`config.mk`:
```
export PLATFORM = sky130hd
export DESIGN_NAME = sdac_frontend
export DESIGN_NICKNAME = d
export VERILOG_FILES = /design/src/rtl/sdac_pkg.sv /design/src/rtl/sdac_sync.sv /design/src/rtl/sdac_edge.sv /design/src/rtl/sdac_shift.sv /design/src/rtl/sdac_hold.sv /design/src/rtl/sdac_segdec.sv /design/src/rtl/sdac_frontend.sv
export SDC_FILE = /design/constraint.sdc
export NUM_CORES = 1
export LEC_CHECK = 0
export CAP_MARGIN = 30
export CORE_MARGIN = 5
export CORE_UTILIZATION = 48
export DETAILED_ROUTE_END_ITERATION = 10
export PLACE_DENSITY = 0.78
export SETUP_SLACK_MARGIN = 0.4
export SLEW_MARGIN = 20
export SYNTH_ARGS = -nofsm -noshare
export SYNTH_HDL_FRONTEND = slang
export SYNTH_HIERARCHICAL = 1
export SYNTH_SLANG_ARGS = --single-unit
```
`constraint.sdc`:
```
create_clock -name clk -period 1.6 [get_ports clk]
set_input_delay 0.32 -clock clk [delete_from_list [all_inputs] [get_ports clk]]
set_output_delay 0.32 -clock clk [all_outputs]
set_load 0.005 [all_outputs]
```
`src/rtl/sdac_pkg.sv`:
```
package sdac_pkg;

  // Default geometry of the converter front end.
  localparam int DEF_CODE_W   = 12;
  localparam int DEF_SEG_BITS = 3;
  localparam int DEF_SYNC_N   = 2;

  // Edge events extracted from a synchronized input.
  typedef struct packed {
    logic level;
    logic rise;
    logic fall;
  } edge_ev_t;

endpackage

```
`src/rtl/sdac_sync.sv`:
```
module sdac_sync #(
  parameter int   STAGES  = 2,
  parameter logic RST_VAL = 1'b0
) (
  input  logic clk,
  input  logic rst_n,
  input  logic din,
  output logic dout
);

  logic [STAGES-1:0] pipe_q;

  always_ff @(posedge clk or negedge rst_n) begin
    if (!rst_n) begin
      pipe_q <= {STAGES{RST_VAL}};
    end else begin
      pipe_q <= {pipe_q[STAGES-2:0], din};
    end
  end

  assign dout = pipe_q[STAGES-1];

endmodule

```
`src/rtl/sdac_edge.sv`:
```
module sdac_edge #(
  parameter logic RST_VAL = 1'b0
) (
  input  logic               clk,
  input  logic               rst_n,
  input  logic               lvl_i,
  output sdac_pkg::edge_ev_t ev_o
);

  logic prev_q;

  always_ff @(posedge clk or negedge rst_n) begin
    if (!rst_n) begin
      prev_q <= RST_VAL;
    end else begin
      prev_q <= lvl_i;
    end
  end

  always_comb begin
    ev_o.level = lvl_i;
    ev_o.rise  = lvl_i & ~prev_q;
    ev_o.fall  = ~lvl_i & prev_q;
  end

endmodule

```
`src/rtl/sdac_shift.sv`:
```
module sdac_shift #(
  parameter int CODE_W = sdac_pkg::DEF_CODE_W
) (
  input  logic              clk,
  input  logic              rst_n,
  input  logic              shift_en,
  input  logic              bit_i,
  output logic [CODE_W-1:0] word_o
);

  localparam logic [CODE_W-1:0] MID = {1'b1, {(CODE_W-1){1'b0}}};

  function automatic logic [CODE_W-1:0] push_bit(input logic [CODE_W-1:0] w,
                                                 input logic b);
    return {w[CODE_W-2:0], b};
  endfunction

  logic [CODE_W-1:0] sreg_q;

  always_ff @(posedge clk or negedge rst_n) begin
    if (!rst_n) begin
      sreg_q <= MID;
    end else if (shift_en) begin
      sreg_q <= push_bit(sreg_q, bit_i);
    end
  end

  assign word_o = sreg_q;

  AST_SHIFT_MSB_FIRST: assert property (@(posedge clk) disable iff (!rst_n)
    shift_en |=> (sreg_q[0] == $past(bit_i)) &&
                 (sreg_q[CODE_W-1:1] == $past(sreg_q[CODE_W-2:0])));

  AST_SHIFT_HOLD: assert property (@(posedge clk) disable iff (!rst_n)
    !shift_en |=> $stable(sreg_q));

endmodule

```
`src/rtl/sdac_hold.sv`:
```
module sdac_hold #(
  parameter int CODE_W = sdac_pkg::DEF_CODE_W
) (
  input  logic              clk,
  input  logic              rst_n,
  input  logic              load_i,
  input  logic [CODE_W-1:0] word_i,
  output logic [CODE_W-1:0] code_o,
  output logic              upd_o
);

  localparam logic [CODE_W-1:0] MID = {1'b1, {(CODE_W-1){1'b0}}};

  logic [CODE_W-1:0] code_q;
  logic              upd_q;

  always_ff @(posedge clk or negedge rst_n) begin
    if (!rst_n) begin
      code_q <= MID;
      upd_q  <= 1'b0;
    end else begin
      upd_q <= load_i;
      if (load_i) begin
        code_q <= word_i;
      end
    end
  end

  assign code_o = code_q;
  assign upd_o  = upd_q;

  AST_LOAD_COPIES_WORD: assert property (@(posedge clk) disable iff (!rst_n)
    load_i |=> (code_q == $past(word_i)) && upd_q);

  AST_CHANGE_ONLY_ON_LOAD: assert property (@(posedge clk) disable iff (!rst_n)
    (code_q != $past(code_q)) |-> upd_q);

endmodule

```
`src/rtl/sdac_segdec.sv`:
```
module sdac_segdec #(
  parameter int CODE_W   = sdac_pkg::DEF_CODE_W,
  parameter int SEG_BITS = sdac_pkg::DEF_SEG_BITS
) (
  input  logic [CODE_W-1:0]            code_i,
  output logic [(1<<SEG_BITS)-2:0]     therm_o,
  output logic [CODE_W-SEG_BITS-1:0]   bin_o
);

  localparam int THERM_W = (1 << SEG_BITS) - 1;
  localparam int BIN_W   = CODE_W - SEG_BITS;

  function automatic logic seg_on(input logic [SEG_BITS-1:0] seg, input int line);
    return (int'(seg) > line);
  endfunction

  logic [SEG_BITS-1:0] seg_sel;
  assign seg_sel = code_i[CODE_W-1 -: SEG_BITS];

  for (genvar i = 0; i < THERM_W; i++) begin : g_line
    assign therm_o[i] = seg_on(seg_sel, i);
  end

  assign bin_o = code_i[BIN_W-1:0];

endmodule

```
`src/rtl/sdac_frontend.sv`:
```
module sdac_frontend #(
  parameter int CODE_W   = sdac_pkg::DEF_CODE_W,
  parameter int SEG_BITS = sdac_pkg::DEF_SEG_BITS,
  parameter int SYNC_N   = sdac_pkg::DEF_SYNC_N
) (
  input  logic                            clk,
  input  logic                            rst_n,
  input  logic                            sclk_i,
  input  logic                            cs_n_i,
  input  logic                            sdi_i,
  output logic [CODE_W-1:0]               code_o,
  output logic [(1<<SEG_BITS)-2:0]        therm_o,
  output logic [CODE_W-SEG_BITS-1:0]      bin_o,
  output logic                            upd_o
);

  import sdac_pkg::*;

  localparam int THERM_W = (1 << SEG_BITS) - 1;

  // Synchronized levels; idle levels are reset values so that a
  // select held low at power-up is seen only as a fall.
  logic sclk_s, cs_s, sdi_s;

  sdac_sync #(.STAGES(SYNC_N), .RST_VAL(1'b1)) u_sync_sclk (
    .clk(clk), .rst_n(rst_n), .din(sclk_i), .dout(sclk_s));
  sdac_sync #(.STAGES(SYNC_N), .RST_VAL(1'b1)) u_sync_cs (
    .clk(clk), .rst_n(rst_n), .din(cs_n_i), .dout(cs_s));
  sdac_sync #(.STAGES(SYNC_N), .RST_VAL(1'b0)) u_sync_sdi (
    .clk(clk), .rst_n(rst_n), .din(sdi_i), .dout(sdi_s));

  edge_ev_t sclk_ev, cs_ev;

  sdac_edge #(.RST_VAL(1'b1)) u_edge_sclk (
    .clk(clk), .rst_n(rst_n), .lvl_i(sclk_s), .ev_o(sclk_ev));
  sdac_edge #(.RST_VAL(1'b1)) u_edge_cs (
    .clk(clk), .rst_n(rst_n), .lvl_i(cs_s), .ev_o(cs_ev));

  // Named internal events.
  logic              bit_strobe;
  logic              frame_end;
  logic              frame_open;
  logic              sclk_fall_unused;
  logic              cs_fall_unused;
  logic [CODE_W-1:0] shift_word;

  assign frame_open       = ~cs_ev.level;
  assign bit_strobe       = sclk_ev.rise & frame_open;
  assign frame_end        = cs_ev.rise;
  assign sclk_fall_unused = sclk_ev.fall;
  assign cs_fall_unused   = cs_ev.fall;

  sdac_shift #(.CODE_W(CODE_W)) u_shift (
    .clk(clk), .rst_n(rst_n), .shift_en(bit_strobe), .bit_i(sdi_s),
    .word_o(shift_word));

  sdac_hold #(.CODE_W(CODE_W)) u_hold (
    .clk(clk), .rst_n(rst_n), .load_i(frame_end), .word_i(shift_word),
    .code_o(code_o), .upd_o(upd_o));

  sdac_segdec #(.CODE_W(CODE_W), .SEG_BITS(SEG_BITS)) u_segdec (
    .code_i(code_o), .therm_o(therm_o), .bin_o(bin_o));

  AST_NO_SHIFT_OUTSIDE_FRAME: assert property (@(posedge clk) disable iff (!rst_n)
    cs_ev.level |=> $stable(shift_word));

  AST_UPD_ONE_CYCLE: assert property (@(posedge clk) disable iff (!rst_n)
    upd_o |=> !upd_o);

  AST_THERM_COUNT: assert property (@(posedge clk) disable iff (!rst_n)
    $countones(therm_o) == int'(code_o[CODE_W-1 -: SEG_BITS]));

  AST_THERM_CONTIGUOUS: assert property (@(posedge clk) disable iff (!rst_n)
    (therm_o & (therm_o + THERM_W'(1))) == '0);

  AST_LOAD_NEEDS_CS_RISE: assert property (@(posedge clk) disable iff (!rst_n)
    $rose(upd_o) |-> $past(cs_s));

  AST_BIN_PASS: assert property (@(posedge clk) disable iff (!rst_n)
    bin_o == code_o[CODE_W-SEG_BITS-1:0]);

  AST_NO_BIT_WHILE_IDLE: assert property (@(posedge clk) disable iff (!rst_n)
    bit_strobe |-> !cs_s && !sclk_fall_unused && !cs_fall_unused);

endmodule

```
==> Word level (Yosys, flattened, before mapping) <==
Cells that the tools add are included.
{ "op_classes": {"n_lt_le_gt_ge": 7, "bitwise_logic": 6} }
{ "ops": {"columns": ["op", "count"], "rows": [
  ["greater-than comparator 3 bit, second input constant", 3],
  ["greater-than comparator 3 x 1 -> 1 bit, second input constant", 2],
  ["greater-than comparator 3 x 2 -> 1 bit, second input constant", 2],
  ["bitwise AND 1 bit", 3],
  ["inverter 1 bit", 3]
]} }
{ "word_totals": {"register_bits": 33, "input_bits": 5, "output_inout_bits": 29} }

==> Longest topological paths before layout <==
{ "logic_depth": {"depth_word": 3, "depth_mapped": 4, "mapped_depth_nobuf": 3} }

==> Hierarchy <==
Netlist, hierarchy kept.
{ "by_module_without_submodules": {"columns": ["mod", "instances", "cells_per_inst", "area_per_inst_um2"], "rows": [
  ["sdac_hold", 1, 26, 510.5],
  ["sdac_shift", 1, 25, 485.5],
  ["sdac_segdec", 1, 16, 115.1],
  ["sdac_sync (u_sync_cs ...)", 2, 2, 52.6],
  ["sdac_edge", 2, 4, 48.8],
  ["sdac_sync (u_sync_sdi)", 1, 2, 50.0],
  ["sdac_frontend", 1, 1, 13.8]
]} }

==> Worst setup path before layout <==
No wires, ideal clock.
{ "synth_path": {"path_kind": "flip-flop to flip-flop", "startpoint": "reg u_sync_cs.pipe_q[1]", "endpoint": "reg u_hold.code_q[0], in the netlist u_hold/code_o[0]", "setup_time_ns": 0.125, "t_arrival_ns": 1.287, "setup_slack_ns": 0.188, "stages_incl_launch_ff": 4, "n_path_buf": 1, "period_less_slack_ns": 1.412, "cell_sequence": "dfstp_2 -> nor2b_1 -> buf_6 -> mux2_4"} }
{ "synth_rtl": {"columns": ["element", "line_no", "source"], "rows": [
  ["start, declared", "sdac_sync.sv:11", "logic [STAGES-1:0] pipe_q;"],
  ["start signal, assigned", "sdac_sync.sv:15", "pipe_q <= {STAGES{RST_VAL}};"],
  ["start signal, assigned", "sdac_sync.sv:17", "pipe_q <= {pipe_q[STAGES-2:0], din};"],
  ["end signal, assigned", "sdac_hold.sv:24", "code_q <= word_i;"],
  ["end, declared", "sdac_hold.sv:14", "logic [CODE_W-1:0] code_q;"]
]} }

==> Final worst setup path <==
{ "layout_path": {"startpoint": "reg u_hold.code_q[11], in the netlist u_hold/code_o[11]", "endpoint": "out therm_o[2]"} }
{ "layout_via": {"elab_chain_cells": 1} }
{ "layout_lines": {"columns": ["element", "line_no", "source"], "rows": [
  ["greater-than comparator 3 x 2 -> 1 bit", "sdac_segdec.sv:14", "return (int'(seg) > line);"],
  ["end, declared", "sdac_frontend.sv:12", "output logic [(1<<SEG_BITS)-2:0] therm_o,"]
]} }
No other way between the ends.

==> impl_metrics.csv <==
group,metric,value,unit
clock_network,worst_setup_hold_path_clk_slew,0.10,ns
drt,drc,0,
flow_run,cap_viol_max_count,0,
die,placement_rows,19,
placement,place_worst_setup_slack,0.03190,ns
outcome,violations_in_the_final_reports,"setup timing",
drt,finalWirelength,2.690,mm
clock_network,clk_latency,0.33,ns
sta,finalHoldViolations,0,
grt,grt_max_degree,34,
clock_network,cts-root-to-sink-buffers,2,
finish,syn2layout_area_growth,53.38,%
die,io_pins,34,
grt,number_of_antenna_violations_at_the_first_check_in_global_routing,0,
yosys,synthesis.nets,84,
clock_network,level_count_of_the_clock_h_tree,2,
sta,postLayoutSetupSlackWorst,-0.02945,ns
clock_network,cts.sinks,33,
finish,antennaDiodeCount,0,
grt,grt_pass1_wl,4.574,mm
drt,vias,848,
sta,whs,0.3470,ns
grt,global_route.overflow_total,0,
critical_path,worst-path-max-fanout,5,
yosys,syn_inst,79,
sta,max_slew_margin,0.8771,
yosys,synth_area_per_cell,17.12,um^2
drt,via_per_inst,4.791,
critical_path,cp_data_arrival_time,1.31,ns
sta,finClkSkew,0.008931,ns
finish,leading_cell_type_in_the_layout_fill_and_taps_excluded,"sky130_fd_sc_hd__buf_6",
yosys,synth.yosys.warnings,6,
placement,gp_congestion,0.7072,
power_and_ir_drop,power_density,1417,mW/mm^2
hold_path,hold_path.class,"primary input to async pin",
drt,wire_per_inst,15.20,um
drt,detail_route.first_pass.iterations,4,
sta,setup_viol,3,
critical_path,crit_path_end_kind,"primary output",
die,core_area,0.002734,mm^2
yosys,syn-cell-area,0.001353,mm^2
critical_path,crit_path_start_kind,"flip-flop",
die,die_h,63.09,um
finish,finish.net_count,150,
placement,dp_hpwl,1.559,mm
power_and_ir_drop,power.leakage,1.086,nW
die,die_w,63.09,um
clock_network,numCtsBuffers,5,
finish,layout-drive-gt1-share,0.7740,
sta,timing.final.crit_period,1.629,ns
sta,final-max-slew-violation-count,0,
finish,layout.cells.most_common_list,"35 x sky130_fd_sc_hd__buf_6, 24 x sky130_fd_sc_hd__mux2_4, 24 x sky130_fd_sc_hd__dfrtp_1",
critical_path,critPathKind,"flip-flop to primary output",
sta,worst_pin_slew,0.1840,ns
drt,dr.first_iter.drc_count,12,
die,initial_core_util,0.4947,
die,die_area,0.003980,mm^2
clock_network,tritoncts,"yes",
drt,route.antenna.remaining_nets,0,
grt,first_global_vias,951,
critical_path,critPathRequiredTime,1.28,ns
power_and_ir_drop,max_ir_drop_vdd,0.001289,V
sta,rsz_0062_raised_after_global_routing,"true",
sta,maxClockFrequency,0.6137,GHz
sta,layout_worst_path_cycle_share,1.018,
outcome,outcome,"finished, violations left",
grt,track_usage,0.1470,
clock_network,ctsRootBufferMaster,"sky130_fd_sc_hd__clkbuf_4",
placement,io_buffers,33,
-- per-layer routing --
metal / track usage / part of all wire
met3: 0.05861 / 0.069
met1: 0.1626 / 0.41
met4: 0.06366 / 0.014
met2: 0.2474 / 0.50
met5: 0 / 0
-- registers in the layout, indices dropped and copies added, names as in the netlist --
register / cells
u_sync_sdi/pipe_q: 2
u_sync_cs/pipe_q: 2
u_shift/word_o: 12
u_sync_sclk/pipe_q: 2
u_hold/upd_o: 1
u_edge_cs/prev_q: 1
u_hold/code_o: 12
u_edge_sclk/prev_q: 1
-- final cells by class --
class,instances,area (um^2)
tap,31,38.79
multi-input combinational,33,445.4
clock inverter,1,5.005
sequential,33,837.1
fill,181,659.4
clock buffer,7,65.06
timing repair buffer,72,683.2
-- what timing repair did --
item	4_1_cts	5_1_grt
hold buffers	0	0
gates resized for setup	143	9
hold endpoints to repair	0	0
endpoints found under the setup margin	53	52
pin swaps	1	1
buffers inserted	23	11
-- report_power, final --
part	internal [W]	switching [W]	leakage [nW]
sequential	0.00105	0.000163	0.402
combinational	0.000899	0.000312	0.643
clock	0.000255	0.000266	0.0413
-- stage by stage --
stage | TNS, ns | util | cells | cell area [um^2] | total power (W)
after global routing | -0.4072 | 0.7588 | 177 | 2074 | 0.003123
after detailed placement | 0 | 0.6137 | 135 | 1678 | 0.002022
final | -0.05807 | 0.7588 | 177 | 2074 | 0.002940
after floorplan | 0 | - | 79 | 1368 | 0.001656
after global placement | 0 | 0.6137 | 135 | 1678 | 0.001997
after CTS | -0.06393 | 0.7185 | 166 | 1964 | 0.002855
-- worst max-delay path: stages, from the launching register on --
cell and delay (ns):
sky130_fd_sc_hd__dfstp_2 0.59, sky130_fd_sc_hd__buf_4 0.13, sky130_fd_sc_hd__a21o_2 0.08, sky130_fd_sc_hd__clkdlybuf4s15_2 0.19
-- path summary, 6_finish.rpt --
check / start / to / slack [ns] / depth (start not counted)
hold reg to reg: u_sync_sclk/pipe_q[0] / u_sync_sclk/pipe_q[1] / 0.36 / 0
setup / recovery: u_hold/code_o[11] / therm_o[2] / -0.03 / 3
hold / removal: rst_n / u_hold/upd_o / 0.35 / 2
max in group asynchronous: rst_n / u_sync_cs/pipe_q[0] / 1.01 / 2
setup reg to reg: u_sync_sclk/pipe_q[1] / u_shift/word_o[4] / 0.14 / 4
min in group clk: u_sync_sclk/pipe_q[0] / u_sync_sclk/pipe_q[1] / 0.36 / 0
(Power assumes the default switching activity.)
